### src/rtl/zbt_pkg.sv
package zbt_pkg;

    typedef enum logic [1:0] {
        PH_IDLE  = 2'd0,
        PH_READ  = 2'd1,
        PH_WRITE = 2'd2
    } phase_e;

endpackage

### src/rtl/zbt_cmd_reg.sv
module zbt_cmd_reg
    import zbt_pkg::*;
#(
    parameter int AW    = 6,
    parameter int LANES = 4
) (
    input  logic             clk,
    input  logic             rst_n,
    input  logic             clk_en_n,
    input  logic             cs_a_n,
    input  logic             cs_b,
    input  logic             cs_c_n,
    input  logic             wr_n,
    input  logic [LANES-1:0] lane_wr_n,
    input  logic [AW-1:0]    addr,
    output phase_e           phase,
    output logic [AW-1:0]    cur_addr,
    output logic [LANES-1:0] cur_mask
);

    logic   selected;
    phase_e phase_nxt;

    assign selected = !cs_a_n && cs_b && !cs_c_n;

    always_comb begin
        phase_nxt = phase;
        unique case (phase)
            PH_IDLE, PH_READ, PH_WRITE: begin
                if (!selected)  phase_nxt = PH_IDLE;
                else if (wr_n)  phase_nxt = PH_READ;
                else            phase_nxt = PH_WRITE;
            end
            default: phase_nxt = PH_IDLE;
        endcase
    end

    always_ff @(posedge clk or negedge rst_n) begin
        if (!rst_n) begin
            phase    <= PH_IDLE;
            cur_addr <= '0;
            cur_mask <= '0;
        end else if (!clk_en_n) begin
            phase <= phase_nxt;
            if (selected) begin
                cur_addr <= addr;
                cur_mask <= ~lane_wr_n;
            end
        end
    end

    a_r2_stall_holds: assert property (@(posedge clk) disable iff (!rst_n)
        clk_en_n |=> ($stable(phase) && $stable(cur_addr) && $stable(cur_mask)));

    a_r10_deselect_idle: assert property (@(posedge clk) disable iff (!rst_n)
        (!clk_en_n && !(!cs_a_n && cs_b && !cs_c_n)) |=> (phase == PH_IDLE));

    a_r8_write_phase: assert property (@(posedge clk) disable iff (!rst_n)
        (!clk_en_n && !cs_a_n && cs_b && !cs_c_n && !wr_n) |=> (phase == PH_WRITE));

endmodule

### src/rtl/zbt_wr_buffer.sv
module zbt_wr_buffer #(
    parameter int AW     = 6,
    parameter int LANES  = 4,
    parameter int LANE_W = 9,
    localparam int DW    = LANES * LANE_W
) (
    input  logic             clk,
    input  logic             rst_n,
    input  logic             load,
    input  logic [AW-1:0]    ld_addr,
    input  logic [LANES-1:0] ld_mask,
    input  logic [DW-1:0]    ld_data,
    output logic             pend_vld,
    output logic [AW-1:0]    pend_addr,
    output logic [LANES-1:0] pend_mask,
    output logic [DW-1:0]    pend_data,
    output logic             commit
);

    // The previous entry goes to the array on the same edge a new one arrives.
    assign commit = load && pend_vld;

    always_ff @(posedge clk or negedge rst_n) begin
        if (!rst_n) begin
            pend_vld  <= 1'b0;
            pend_addr <= '0;
            pend_mask <= '0;
            pend_data <= '0;
        end else if (load) begin
            pend_vld  <= 1'b1;
            pend_addr <= ld_addr;
            pend_mask <= ld_mask;
            pend_data <= ld_data;
        end
    end

    a_r7_capture_sets_pending: assert property (@(posedge clk) disable iff (!rst_n)
        load |=> pend_vld);

    a_r11_pending_only_after_load: assert property (@(posedge clk) disable iff (!rst_n)
        (!pend_vld && !load) |=> !pend_vld);

endmodule

### src/rtl/zbt_store.sv
module zbt_store #(
    parameter int AW     = 6,
    parameter int LANES  = 4,
    parameter int LANE_W = 9,
    localparam int DEPTH = 1 << AW,
    localparam int DW    = LANES * LANE_W
) (
    input  logic             clk,
    input  logic             we,
    input  logic [AW-1:0]    waddr,
    input  logic [LANES-1:0] wmask,
    input  logic [DW-1:0]    wdata,
    input  logic [AW-1:0]    raddr,
    output logic [DW-1:0]    rdata
);

    for (genvar g = 0; g < LANES; g++) begin : g_lane
        logic [LANE_W-1:0] cells [DEPTH];

        always_ff @(posedge clk) begin
            if (we && wmask[g])
                cells[waddr] <= wdata[g*LANE_W +: LANE_W];
        end

        assign rdata[g*LANE_W +: LANE_W] = cells[raddr];
    end

endmodule

### src/rtl/zbt_sram.sv
module zbt_sram
    import zbt_pkg::*;
#(
    parameter int DEPTH  = 64,
    parameter int LANES  = 4,
    parameter int LANE_W = 9,
    localparam int AW    = $clog2(DEPTH),
    localparam int DW    = LANES * LANE_W
) (
    input  logic             clk,
    input  logic             rst_n,
    input  logic             clk_en_n,
    input  logic             cs_a_n,
    input  logic             cs_b,
    input  logic             cs_c_n,
    input  logic             wr_n,
    input  logic [LANES-1:0] lane_wr_n,
    input  logic [AW-1:0]    addr,
    input  logic             drv_en_n,
    input  logic [DW-1:0]    dq_i,
    output logic [DW-1:0]    dq_o,
    output logic             dq_oe
);

    phase_e           phase;
    logic [AW-1:0]    cur_addr;
    logic [LANES-1:0] cur_mask;
    logic             load;
    logic             pend_vld;
    logic [AW-1:0]    pend_addr;
    logic [LANES-1:0] pend_mask;
    logic [DW-1:0]    pend_data;
    logic             commit;
    logic [DW-1:0]    arr_word;
    logic [DW-1:0]    fwd_word;
    logic             pend_hit;

    zbt_cmd_reg #(.AW(AW), .LANES(LANES)) u_cmd (
        .clk       (clk),
        .rst_n     (rst_n),
        .clk_en_n  (clk_en_n),
        .cs_a_n    (cs_a_n),
        .cs_b      (cs_b),
        .cs_c_n    (cs_c_n),
        .wr_n      (wr_n),
        .lane_wr_n (lane_wr_n),
        .addr      (addr),
        .phase     (phase),
        .cur_addr  (cur_addr),
        .cur_mask  (cur_mask)
    );

    // Write data is taken on the enabled edge that closes a write data cycle.
    assign load = !clk_en_n && (phase == PH_WRITE);

    zbt_wr_buffer #(.AW(AW), .LANES(LANES), .LANE_W(LANE_W)) u_buf (
        .clk       (clk),
        .rst_n     (rst_n),
        .load      (load),
        .ld_addr   (cur_addr),
        .ld_mask   (cur_mask),
        .ld_data   (dq_i),
        .pend_vld  (pend_vld),
        .pend_addr (pend_addr),
        .pend_mask (pend_mask),
        .pend_data (pend_data),
        .commit    (commit)
    );

    zbt_store #(.AW(AW), .LANES(LANES), .LANE_W(LANE_W)) u_store (
        .clk   (clk),
        .we    (commit),
        .waddr (pend_addr),
        .wmask (pend_mask),
        .wdata (pend_data),
        .raddr (cur_addr),
        .rdata (arr_word)
    );

    assign pend_hit = pend_vld && (pend_addr == cur_addr);

    for (genvar g = 0; g < LANES; g++) begin : g_fwd
        assign fwd_word[g*LANE_W +: LANE_W] = (pend_hit && pend_mask[g])
            ? pend_data[g*LANE_W +: LANE_W]
            : arr_word[g*LANE_W +: LANE_W];
    end

    always_comb begin
        dq_o  = '0;
        dq_oe = 1'b0;
        unique case (phase)
            PH_READ: begin
                dq_oe = !drv_en_n;
                dq_o  = drv_en_n ? '0 : fwd_word;
            end
            PH_WRITE: begin
                dq_oe = 1'b0;
            end
            default: begin
                dq_oe = 1'b0;
            end
        endcase
    end

    a_r9_commit_needs_pending: assert property (@(posedge clk) disable iff (!rst_n)
        commit |-> (pend_vld && phase == PH_WRITE));

endmodule

### config.mk
export PLATFORM = sky130hd
export DESIGN_NAME = zbt_sram
export DESIGN_NICKNAME = d
export VERILOG_FILES = /design/src/rtl/zbt_pkg.sv /design/src/rtl/zbt_cmd_reg.sv /design/src/rtl/zbt_wr_buffer.sv /design/src/rtl/zbt_store.sv /design/src/rtl/zbt_sram.sv
export SDC_FILE = /design/constraint.sdc
export NUM_CORES = 2
export LEC_CHECK = 0
export BUFFER_PORTS_ARGS = -buffer_cell sky130_fd_sc_hd__buf_2
export CORE_MARGIN = 4
export CORE_UTILIZATION = 30
export DETAILED_ROUTE_END_ITERATION = 10
export PLACE_DENSITY_LB_ADDON = 0.2
export RECOVER_POWER = 100
export SLEW_MARGIN = 30
export SYNTH_ARGS = -nofsm -noshare
export SYNTH_HDL_FRONTEND = slang
export SYNTH_HIERARCHICAL = 1
export SYNTH_SLANG_ARGS = --single-unit
### constraint.sdc
create_clock -name clk -period 3.1 [get_ports clk]
set_clock_uncertainty 0.1 [all_clocks]
set_input_delay 0.31 -clock clk [delete_from_list [all_inputs] [get_ports clk]]
set_output_delay 0.31 -clock clk [all_outputs]
set_load 0.01 [all_outputs]
==> impl_metrics.csv <==
group,metric,value,unit
cells_and_area,area_growth,25.46,%
yosys,ys_seq_area_share,77.28,%
yosys,postSynthCellCount,4300,
detailed_routing,post_drt_via_cell_ratio,5.167,
placed_design,dpl.hpwl,201300,um
global_route,grt_pass1_vias,48989,
yosys,netlist_area,0.09144,mm2
cts,cts_buffers,278,
yosys,async_flop_share,2.497,%
sta,fmax,232.8,MHz
yosys,yosysMostFrequentCell,"edfxtp_1",
power_and_ir_drop,vdd_ir_drop_max,0.5798,mV
global_route,grtUsageTotal,18.73,%
yosys,ys_types,48,
detailed_routing,drtIter0Drc,5796,
global_route,antenna_found_initial,25,
yosys,synth_ff_type,"edfxtp_1",
setup_path,required,2.69,ns
global_route,grt_max_degree,66,
global_route,grt_pass1_wl,410700,um
setup_path,worst_path_largest_cell_delay,0.51,ns
cts,cts.reportedPaths.clkPinSlew,0.06,ns
sta,fin_crit,4.295,ns
cells_and_area,nets,5428,
floorplanning,rows,202,
detailed_routing,vias,49360,
setup_path,worstPathMaxFanout,16,
setup_path,crit_arrival,3.89,ns
cts,clkLatencyLatePin,0.91,ns
cts,cts-htree-levels,5,
yosys,synth_area_per_cell,21.27,um2
yosys,synth_common_cells,"edfxtp_1 (2304), mux4_2 (564), nor2_1 (296)",
setup_path,cp_slowest_cell,"dfrtp_4",
global_route,overflow,0,
sta,max-slew-margin-rel,-39.91,%
cts,cts_tree,"done",
yosys,synth_warnings,6,
yosys,yosys.area.top_type,"edfxtp_1",
setup_path,critPathKind,"reg2out",
hold_path,hp-class,"in2reg",
detailed_routing,wl_per_cell,31.75,um
yosys,synth_fp_nets,4354,
sta,drv_slew,727,
placed_design,place_congestion,0.8531,
setup_path,start_kind,"register",
sta,finalWorstSetupSlack,-1.195,ns
placed_design,numPlacedInstances,8902,
detailed_routing,wl,303300,um
detailed_routing,ant_nets,0,
detailed_routing,drc,0,
setup_path,crit_path_cell_trace,"buf_12 -> buf_8 -> buf_6 -> buf_12 -> mux4_2 -> o22ai_1 -> buf_4 -> nor4_2 -> buf_4 -> a2bb2oi_2 -> nand2_2 -> mux2i_4 -> buf_6 -> buf_2",
status,violations,"max-capacitance violations, max-slew violations, negative setup slack",
cts,clkSinkCount,2363,
yosys,synth-seq-cells,2363,
floorplanning,start_util,30.18,%
sta,period_share,138.6,%
cells_and_area,seq_area,0.07070,mm2
sta,worst_slew_pin_slew,2.099,ns
detailed_routing,drtPass1Iterations,9,
cells_and_area,drive_gt1_share,38.60,%
yosys,synth_top_area_share,75.66,%
setup_path,cp-end-kind,"output pin",
power_and_ir_drop,p_leak,37.30,nW
placed_design,port_buffers,90,
setup_path,crit_family,"buffers and inverters",
yosys,yosys-top-cells-area,"edfxtp_1 (76%), mux4_2 (14%), dfrtp_1 (1.6%)",
sta,hold_viol,0,
cts,clockBufferDepth,4,
power_and_ir_drop,finalPower,87.98,mW
sta,setup_violations,37,
sta,rsz0062_at_grt,"yes",
cts,cts_root_buffer,"clkbuf_16",
floorplanning,io_pins,91,
power_and_ir_drop,powerDensity,766.9,mW/mm2
floorplanning,dieWidth,560.1,um
cells_and_area,fill_cells,27534,
setup_path,cp_num_buf_inv,8,
status,outcome,"complete, but fails checks",
floorplanning,die_h,560.1,um
cells_and_area,multi_input_area,0.02092,mm2
floorplanning,dieArea,0.3137,mm2
cells_and_area,fin_cells,9553,
yosys,synth_enable_flop_cells,2304,
run,cap_violations,14,
floorplanning,core,0.3030,mm2
==> per-stage QoR <==
step,area (um2),utilization [%],hold WS [ns],setup slack [ns],TNS (ns)
2_1_floorplan,91440,-,-0.08559,0.4302,0
3_3_place_gp,103000,33.97,0.2968,-0.9668,-16.62
5_1_grt,114700,37.85,0.04951,-1.285,-44.01
3_5_place_dp,103000,33.97,0.2979,-0.9395,-14.14
4_1_cts,112800,37.24,0.01332,-1.301,-42.70
6_report,114700,37.86,0.08920,-1.195,-38.43
==> cell families (layout without fill, tap and decap cells) <==
logic type      after synthesis  count (layout)  synth area share (%)
simple gates                597             597                 2.765
buf+inv                     263            1525                 1.372
compound gates              307             307                 2.254
flops                      2363            2363                 77.28
mux                         764             764                 16.28
other cells                   0              13                     0
xor+xnor                      6               6               0.05747
==> placed cells by master (no fill, tap or decap), types with 18 or more instances in the layout <==
master	instances
nand2_1	175
dfrtp_1	42
edfxtp_1	2304
dlygate4sd3_1	76
clkinv_2	35
a21oi_1	29
o21ai_0	18
clkbuf_1	71
mux4_2	564
mux2i_1	93
buf_4	661
buf_2	69
o22ai_2	29
o22ai_1	111
buf_6	63
nor2_1	292
clkinv_1	61
buf_12	98
mux2_1	18
mux2_2	50
clkbuf_16	300
clkbuf_2	34
==> layout make-up <==
class	instances	share of cell area, %
diodes	13	0.02836
clock buffers	352	6.536
clock inverters	116	0.6468
inverters	8	0.02618
multi-input cells	1674	18.24
flip-flops and latches	2363	61.63
well taps	3978	4.339
repair buffers	1049	8.559
==> worst reg2reg max path: cells and delay by family (launching register included) <==
family / cells / cell delay [ns]
buf+inv: 2 / 1.89
flops: 1 / 0.71
mux: 1 / 0.34
==> timing repair <==
item / CTS / global route
pin swaps: 7 / 54
hold buffers: 77 / 0
gates resized for setup: 156 / 220
endpoints found under the hold margin: 108 / 0
setup buffers: 4 / 83
setup endpoints to repair: 36 / 36
gates cloned: 1 / 13
==> registers in the layout, indices dropped and copies added, names as in the netlist <==
register              flops
u_store/g_lane.cells   2304
u_cmd/cur_mask            4
u_buf/pend_addr           6
u_buf/pend_vld            1
u_buf/pend_mask           4
u_buf/pend_data          36
u_cmd/phase               2
u_cmd/cur_addr            6
==> layer usage <==
metal  vias up  routed length, um  track usage (%)
li1      20081                  -                -
met1     26772             130100            26.62
met2      2017             138000            28.59
met3       475              23760            3.842
met4        15              11300            6.517
met5         -                124                0
==> power breakdown <==
| part | switching, mW | internal [mW] |
|---|---|---|
| Combinational | 11.1 | 7.80 |
| Clock | 12.5 | 17.6 |
| Sequential | 0.788 | 38.2 |
| Total | 24.4 | 63.6 |
==> final timing paths <==
path / cells past startpoint / slack [ns] / from / to
worst max-delay path: 14 / -1.20 / u_cmd/cur_addr[0] / dq_o[29]
worst min-delay path: 3 / 0.09 / dq_i[0] / u_buf/pend_data[0]
worst max register to register: 3 / 0 / u_buf/pend_data[26] / u_buf/pend_data[26]
worst min register to register: 1 / 0.42 / u_cmd/cur_mask[0] / u_buf/pend_mask[0]
max in group asynchronous: 4 / -0.02 / rst_n / u_cmd/cur_addr[3]
min in group asynchronous: 4 / 1.05 / rst_n / u_cmd/cur_mask[2]
Power figures use the tool's default switching activity.
